### src/rtl/wwdt_core.sv
module wwdt_core #(
  parameter int ADDR_W   = 3,
  parameter int CNT_W    = 32,
  parameter int PSC_W    = 4,
  parameter int THR_BASE = 16
) (
  input  logic              clk,
  input  logic              rst_n,
  input  logic              wr_en,
  input  logic [ADDR_W-1:0] wr_addr,
  input  logic [31:0]       wr_data,
  input  logic [ADDR_W-1:0] rd_addr,
  output logic [31:0]       rd_data,
  output logic              irq,
  output logic              rst_req
);
  localparam int PRE_W = (1 << PSC_W) - 1;
  localparam logic [ADDR_W-1:0] A_CTRL = ADDR_W'(0);
  localparam logic [ADDR_W-1:0] A_WIN  = ADDR_W'(1);
  localparam logic [ADDR_W-1:0] A_SVC  = ADDR_W'(2);
  localparam logic [ADDR_W-1:0] A_STAT = ADDR_W'(3);
  localparam logic [ADDR_W-1:0] A_CNT  = ADDR_W'(4);

  logic             en, irq_en, rst_en, arm, flag_early, flag_late;
  logic [PSC_W-1:0] psc, ek, lk;
  logic [PRE_W-1:0] pre, mask;
  logic [CNT_W-1:0] cnt, early_lim, late_lim;
  logic             wr_ctrl, wr_win, wr_svc, wr_stat;
  logic             kick, tick, early_evt, late_evt;

  assign wr_ctrl = wr_en && wr_addr == A_CTRL;
  assign wr_win  = wr_en && wr_addr == A_WIN;
  assign wr_svc  = wr_en && wr_addr == A_SVC;
  assign wr_stat = wr_en && wr_addr == A_STAT;

  logic [PRE_W:0] mask_w;
  assign mask_w    = ((PRE_W+1)'(1) << psc) - (PRE_W+1)'(1);
  assign mask      = mask_w[PRE_W-1:0];
  assign early_lim = CNT_W'(1) << (CNT_W'(ek) + CNT_W'(THR_BASE));
  assign late_lim  = CNT_W'(1) << (CNT_W'(lk) + CNT_W'(THR_BASE));

  assign kick      = en && wr_svc && wr_data[7:0] == 8'h5A && arm;
  assign tick      = en && (pre & mask) == mask;
  assign late_evt  = tick && !kick && cnt == late_lim - CNT_W'(1);
  assign early_evt = kick && cnt < early_lim;

  always_ff @(posedge clk) begin
    if (!rst_n) begin
      en <= 1'b0; irq_en <= 1'b0; rst_en <= 1'b0; psc <= '0;
      ek <= '0; lk <= '0;
    end else begin
      if (wr_ctrl) begin
        en     <= wr_data[0];
        psc    <= wr_data[7:4];
        irq_en <= wr_data[8];
        rst_en <= wr_data[9];
      end
      if (wr_win) begin
        ek <= wr_data[3:0];
        lk <= wr_data[11:8];
      end
    end
  end

  always_ff @(posedge clk) begin
    if (!rst_n) begin
      pre <= '0;
      cnt <= '0;
    end else if (!en || kick) begin
      pre <= '0;
      cnt <= '0;
    end else begin
      pre <= pre + PRE_W'(1);
      if (tick) cnt <= cnt + CNT_W'(1);
    end
  end

  always_ff @(posedge clk) begin
    if (!rst_n) arm <= 1'b0;
    else if (wr_svc) arm <= wr_data[7:0] == 8'hA5;
  end

  always_ff @(posedge clk) begin
    if (!rst_n) begin
      flag_early <= 1'b0;
      flag_late  <= 1'b0;
      rst_req    <= 1'b0;
    end else begin
      flag_early <= early_evt || (flag_early && !(wr_stat && wr_data[0]));
      flag_late  <= late_evt  || (flag_late  && !(wr_stat && wr_data[1]));
      rst_req    <= rst_en && (early_evt || late_evt);
    end
  end

  assign irq = irq_en && (flag_early || flag_late);

  always_comb begin
    case (rd_addr)
      A_CTRL:  rd_data = {22'd0, rst_en, irq_en, psc, 3'd0, en};
      A_WIN:   rd_data = {20'd0, lk, 4'd0, ek};
      A_SVC:   rd_data = {31'd0, arm};
      A_STAT:  rd_data = {30'd0, flag_late, flag_early};
      A_CNT:   rd_data = 32'(cnt);
      default: rd_data = 32'd0;
    endcase
  end

  AST_IDLE_WHEN_OFF: assert property (@(posedge clk) disable iff (!rst_n) !en |=> cnt == '0 && !rst_req);
  AST_COUNT_STEP: assert property (@(posedge clk) disable iff (!rst_n) en && !kick |=> cnt == $past(cnt) || cnt == $past(cnt) + CNT_W'(1));
  AST_KICK_CLEARS: assert property (@(posedge clk) disable iff (!rst_n) kick |=> cnt == '0 && pre == '0);
  AST_LATE_AT_LIMIT: assert property (@(posedge clk) disable iff (!rst_n) $rose(flag_late) |-> cnt == $past(late_lim));
  AST_FLAG_HOLDS: assert property (@(posedge clk) disable iff (!rst_n) flag_early && !(wr_stat && wr_data[0]) |=> flag_early);
  AST_PULSE_HAS_FLAG: assert property (@(posedge clk) disable iff (!rst_n) rst_req |-> flag_early || flag_late);
endmodule

### config.mk
export PLATFORM = sky130hd
export DESIGN_NAME = wwdt_core
export DESIGN_NICKNAME = d
export VERILOG_FILES = /design/src/rtl/wwdt_core.sv
export SDC_FILE = /design/constraint.sdc
export NUM_CORES = 1
export LEC_CHECK = 0
export CORE_MARGIN = 5
export CORE_UTILIZATION = 50
export DETAILED_ROUTE_END_ITERATION = 16
export GPL_TIMING_DRIVEN = 0
export PLACE_DENSITY = 0.75
export SLEW_MARGIN = 20
export SYNTH_ARGS = -nofsm -noshare
export SYNTH_HDL_FRONTEND = slang
export SYNTH_SLANG_ARGS = --single-unit
### constraint.sdc
create_clock -name clk -period 6 [get_ports clk]
set_input_delay 1.2 -clock clk [delete_from_list [all_inputs] [get_ports clk]]
set_output_delay 1.2 -clock clk [all_outputs]
set_load 0.005 [all_outputs]
==> impl_metrics.toml <==
[setup_path]
cp-start-kind = "primary input"
reg2reg_slack_ns = 2.32
worst-setup-path-type = "primary input to primary output"
reg2reg_to = "rst_req$_SDFF_PN0_"
cp_max_fo = 10
timing.rr.start = "lk[1]$_SDFFE_PN0P_"
critPathRequiredTime_ns = 4.80
r2r_cells = 13
end_kind = "primary output"
crit_arrival_ns = 3.60

[clock_tree]
holdBufCountCts = 0
clkTransAtPathRegs_ns = 0.08
tritoncts = "done"
clockBufferDepth = 2
insertion_delay_ns = 0.36
cts-root-buf = "clkbuf_8"
cts_sinks = 66
ctsResizeCount = 0
post_cts_buffers = 0
cts_max_level = 3
numCtsBuffers = 9

[finish]
nFillCells = 853
final_cell_mix = "nor2_1, dfxtp_1, clkdlybuf4s50_1"
drive_above_1_share = 0.0569
mostFrequentLayoutCell = "nor2_1"
nets = 742
utilization = 0.611
area_growth_pct = 18.7
diodes = 0

[drt]
firstDrtPassIters = 7
drc = 0
ant_nets = 0
route.met3.wl_um = 1060
routed.top_layer = "met4"
avgViaCountPerCell = 5.89
first_iter_violations = 327
drt-total-wl_um = 13800
wl_per_cell_um = 17.0
wl_met2_um = 6250
met1_length_um = 6210
num_vias = 4803

[die]
fp.coreArea_um2 = 9280
rows = 35
start_util = 0.514
die_width_um = 108
io_pins = 75
die_y_um = 108
dieArea_um2 = 11600

[global_routing]
grt_max_degree = 14
grt_pass1_wl_um = 22700
track_usage = 0.243
first_global_vias = 4541
antenna_found_initial = 0
overflow = 0

[power]
powerDensity_nw_per_um2 = 170
p_leak_nw = 1.79
swShare = 0.278
worst_ir_drop_vdd_mv = 0.114
power.share.clock = 0.425
switchingPower_w = 0.000268
p_int_w = 0.000694
p_seq_frac = 0.459
combPwrFrac = 0.116

[yosys]
yosys.cell_types.count = 69
synth.area.mux_share = 0.0511
synth_top_family_by_area = "simple AND/OR/NAND/NOR gates"
synth-seq-area-share = 0.277
ys.flop_type = "dfxtp_1"
synthAdderAreaFrac = 0.0524
synth_largest_area_cell = "dfxtp_1"
synth-compound-area-share = 0.136
netlist_area_um2 = 4780
post_synth.cell_area_avg_um2 = 7.73
yosys.area.top_type_share = 0.277
syn_inst = 618
synthXorXnorAreaFrac = 0.0825
synthSimpleGateAreaFrac = 0.340
async_flop_share = 0
synth_seq_cells = 66
yosys_warnings = 0
synth_edf_count = 0
synth_area_leaders = "dfxtp_1, xnor2_1, nor2_1"
syn_nets = 679

[hold_path]
worst_hold_path.endpoint = "rst_req$_SDFF_PN0_"
hp-class = "register to register"
hold_depth = 2
worstHoldStart = "rst_en$_SDFFE_PN0P_"

[sta]
setup_viol = 0
tns_ns = 0
post-route-period-util = 0.800
tightest_slew_ns = 0.741
drv_slew = 0
skew_ns = 0.0146
min_period_ns = 4.80
fmax_mhz = 208
hold_viol_final = 0
rsz0062_at_grt = "no"
maxSlewHeadroom = 0.501

[place]
globalplace.congestion = 0.877
port_buffers = 52
post-dp-hpwl_um = 10400

[outcome]
status = "completed"

[job]
cap_viol_max_count = 0
logic make-up (layout without fill, tap and decap cells):
group | after synthesis | count (layout)
compound gates | 100 | 100
xor+xnor | 45 | 45
fa+ha+maj | 20 | 20
buf+inv | 65 | 133
flops | 66 | 66
mux | 23 | 23
simple gates | 299 | 299
power groups by stage:
stage	Sequential [W]	Combinational [W]	Clock (W)
final	0.000442	0.000112	0.000409
after global routing	0.000442	0.000122	0.000433
after CTS	0.000442	0.000110	0.000413
after detailed placement	0.000452	0.000109	0
after global placement	0.000452	0.000108	0
after floorplan	0.000451	0.0000736	0
worst max path at each step:
stage,start,endpoint,slack [ns],cells past startpoint
4_1_cts,rd_addr[1],rd_data[0],1.27,6
3_5_place_dp,rd_addr[1],rd_data[0],1.29,6
3_3_place_gp,rd_addr[1],rd_data[0],1.33,6
2_1_floorplan,rd_addr[2],rd_data[12],2.55,4
6_report,rd_addr[1],rd_data[0],1.20,6
5_1_grt,rd_addr[1],rd_data[0],1.07,6
metrics by stage:
| step | worst slack, ns | power (W) | cell area, µm² | hold WS (ns) | instances |
|---|---|---|---|---|---|
| detailed placement | 1.29 | 0.000561 | 5460 | 0.450 | 799 |
| finish | 1.20 | 0.000962 | 5670 | 0.472 | 815 |
| global route | 1.07 | 0.000997 | 5670 | 0.492 | 815 |
| CTS | 1.27 | 0.000964 | 5670 | 0.466 | 815 |
| global placement | 1.33 | 0.000560 | 5460 | 0.449 | 799 |
| floorplan | 2.55 | 0.000525 | 4780 | 0.424 | 618 |
synthesized netlist by cell type (2+ instances only):
| library cell | instances |
|---|---|
| nor2_1 | 69 |
| dfxtp_1 | 66 |
| nand2_1 | 46 |
| clkbuf_1 | 34 |
| xnor2_1 | 34 |
| a21oi_1 | 26 |
| nor2b_1 | 25 |
| nor4_1 | 23 |
| and2_1 | 22 |
| nand3_1 | 22 |
| nand4_1 | 22 |
| mux2i_1 | 21 |
| ha_1 | 20 |
| o21ai_0 | 18 |
| inv_1 | 15 |
| nor3_1 | 13 |
| xor2_1 | 11 |
| and3_1 | 9 |
| nand2b_1 | 8 |
| a31oi_1 | 7 |
| or3_1 | 7 |
| buf_2 | 5 |
| buf_6 | 5 |
| nand4b_1 | 5 |
| or4_1 | 5 |
| a211oi_1 | 4 |
| a22oi_1 | 4 |
| buf_1 | 4 |
| nor4b_1 | 4 |
| o21a_1 | 4 |
| o22ai_1 | 4 |
| a21boi_0 | 3 |
| a21o_1 | 3 |
| nand3b_1 | 3 |
| nor3b_1 | 3 |
| o21ai_1 | 3 |
| o2bb2ai_1 | 3 |
| o31ai_1 | 3 |
| a2111oi_0 | 2 |
| a31o_2 | 2 |
| o2111ai_1 | 2 |
| or3b_1 | 2 |
layout make-up:
cell class / instances / area, µm² / share of cell area
buffer: 49 / 229 / 0.0404
inverter: 16 / 60.1 / 0.0106
clock buffer: 10 / 138 / 0.0243
multi-input combinational: 487 / 3170 / 0.558
timing repair buffer: 52 / 520 / 0.0918
sequential: 66 / 1320 / 0.233
clock inverter: 6 / 72.6 / 0.0128
tap: 129 / 161 / 0.0285
worst max-delay path, cell delays in order:
cell	delay [ns]
clkdlybuf4s50_1	0.51
nor3b_1	0.63
clkbuf_1	0.42
nand2_1	0.14
o21ai_0	0.14
clkdlybuf4s50_1	0.56
layer usage:
| metal | global-route usage | vias to the layer above |
|---|---|---|
| met5 | 0 | - |
| met4 | 0.0893 | 0 |
| met3 | 0.0366 | 26 |
| met2 | 0.387 | 214 |
| met1 | 0.332 | 2230 |
| li1 | - | 2333 |
registers in the layout, summed over array words and instances, names as in the netlist:
signal / flops
flag_late: 1
cnt: 32
pre: 15
lk: 4
arm: 1
en: 1
flag_early: 1
rst_en: 1
ek: 4
psc: 4
irq_en: 1
rst_req: 1
(Power assumes the default switching activity.)
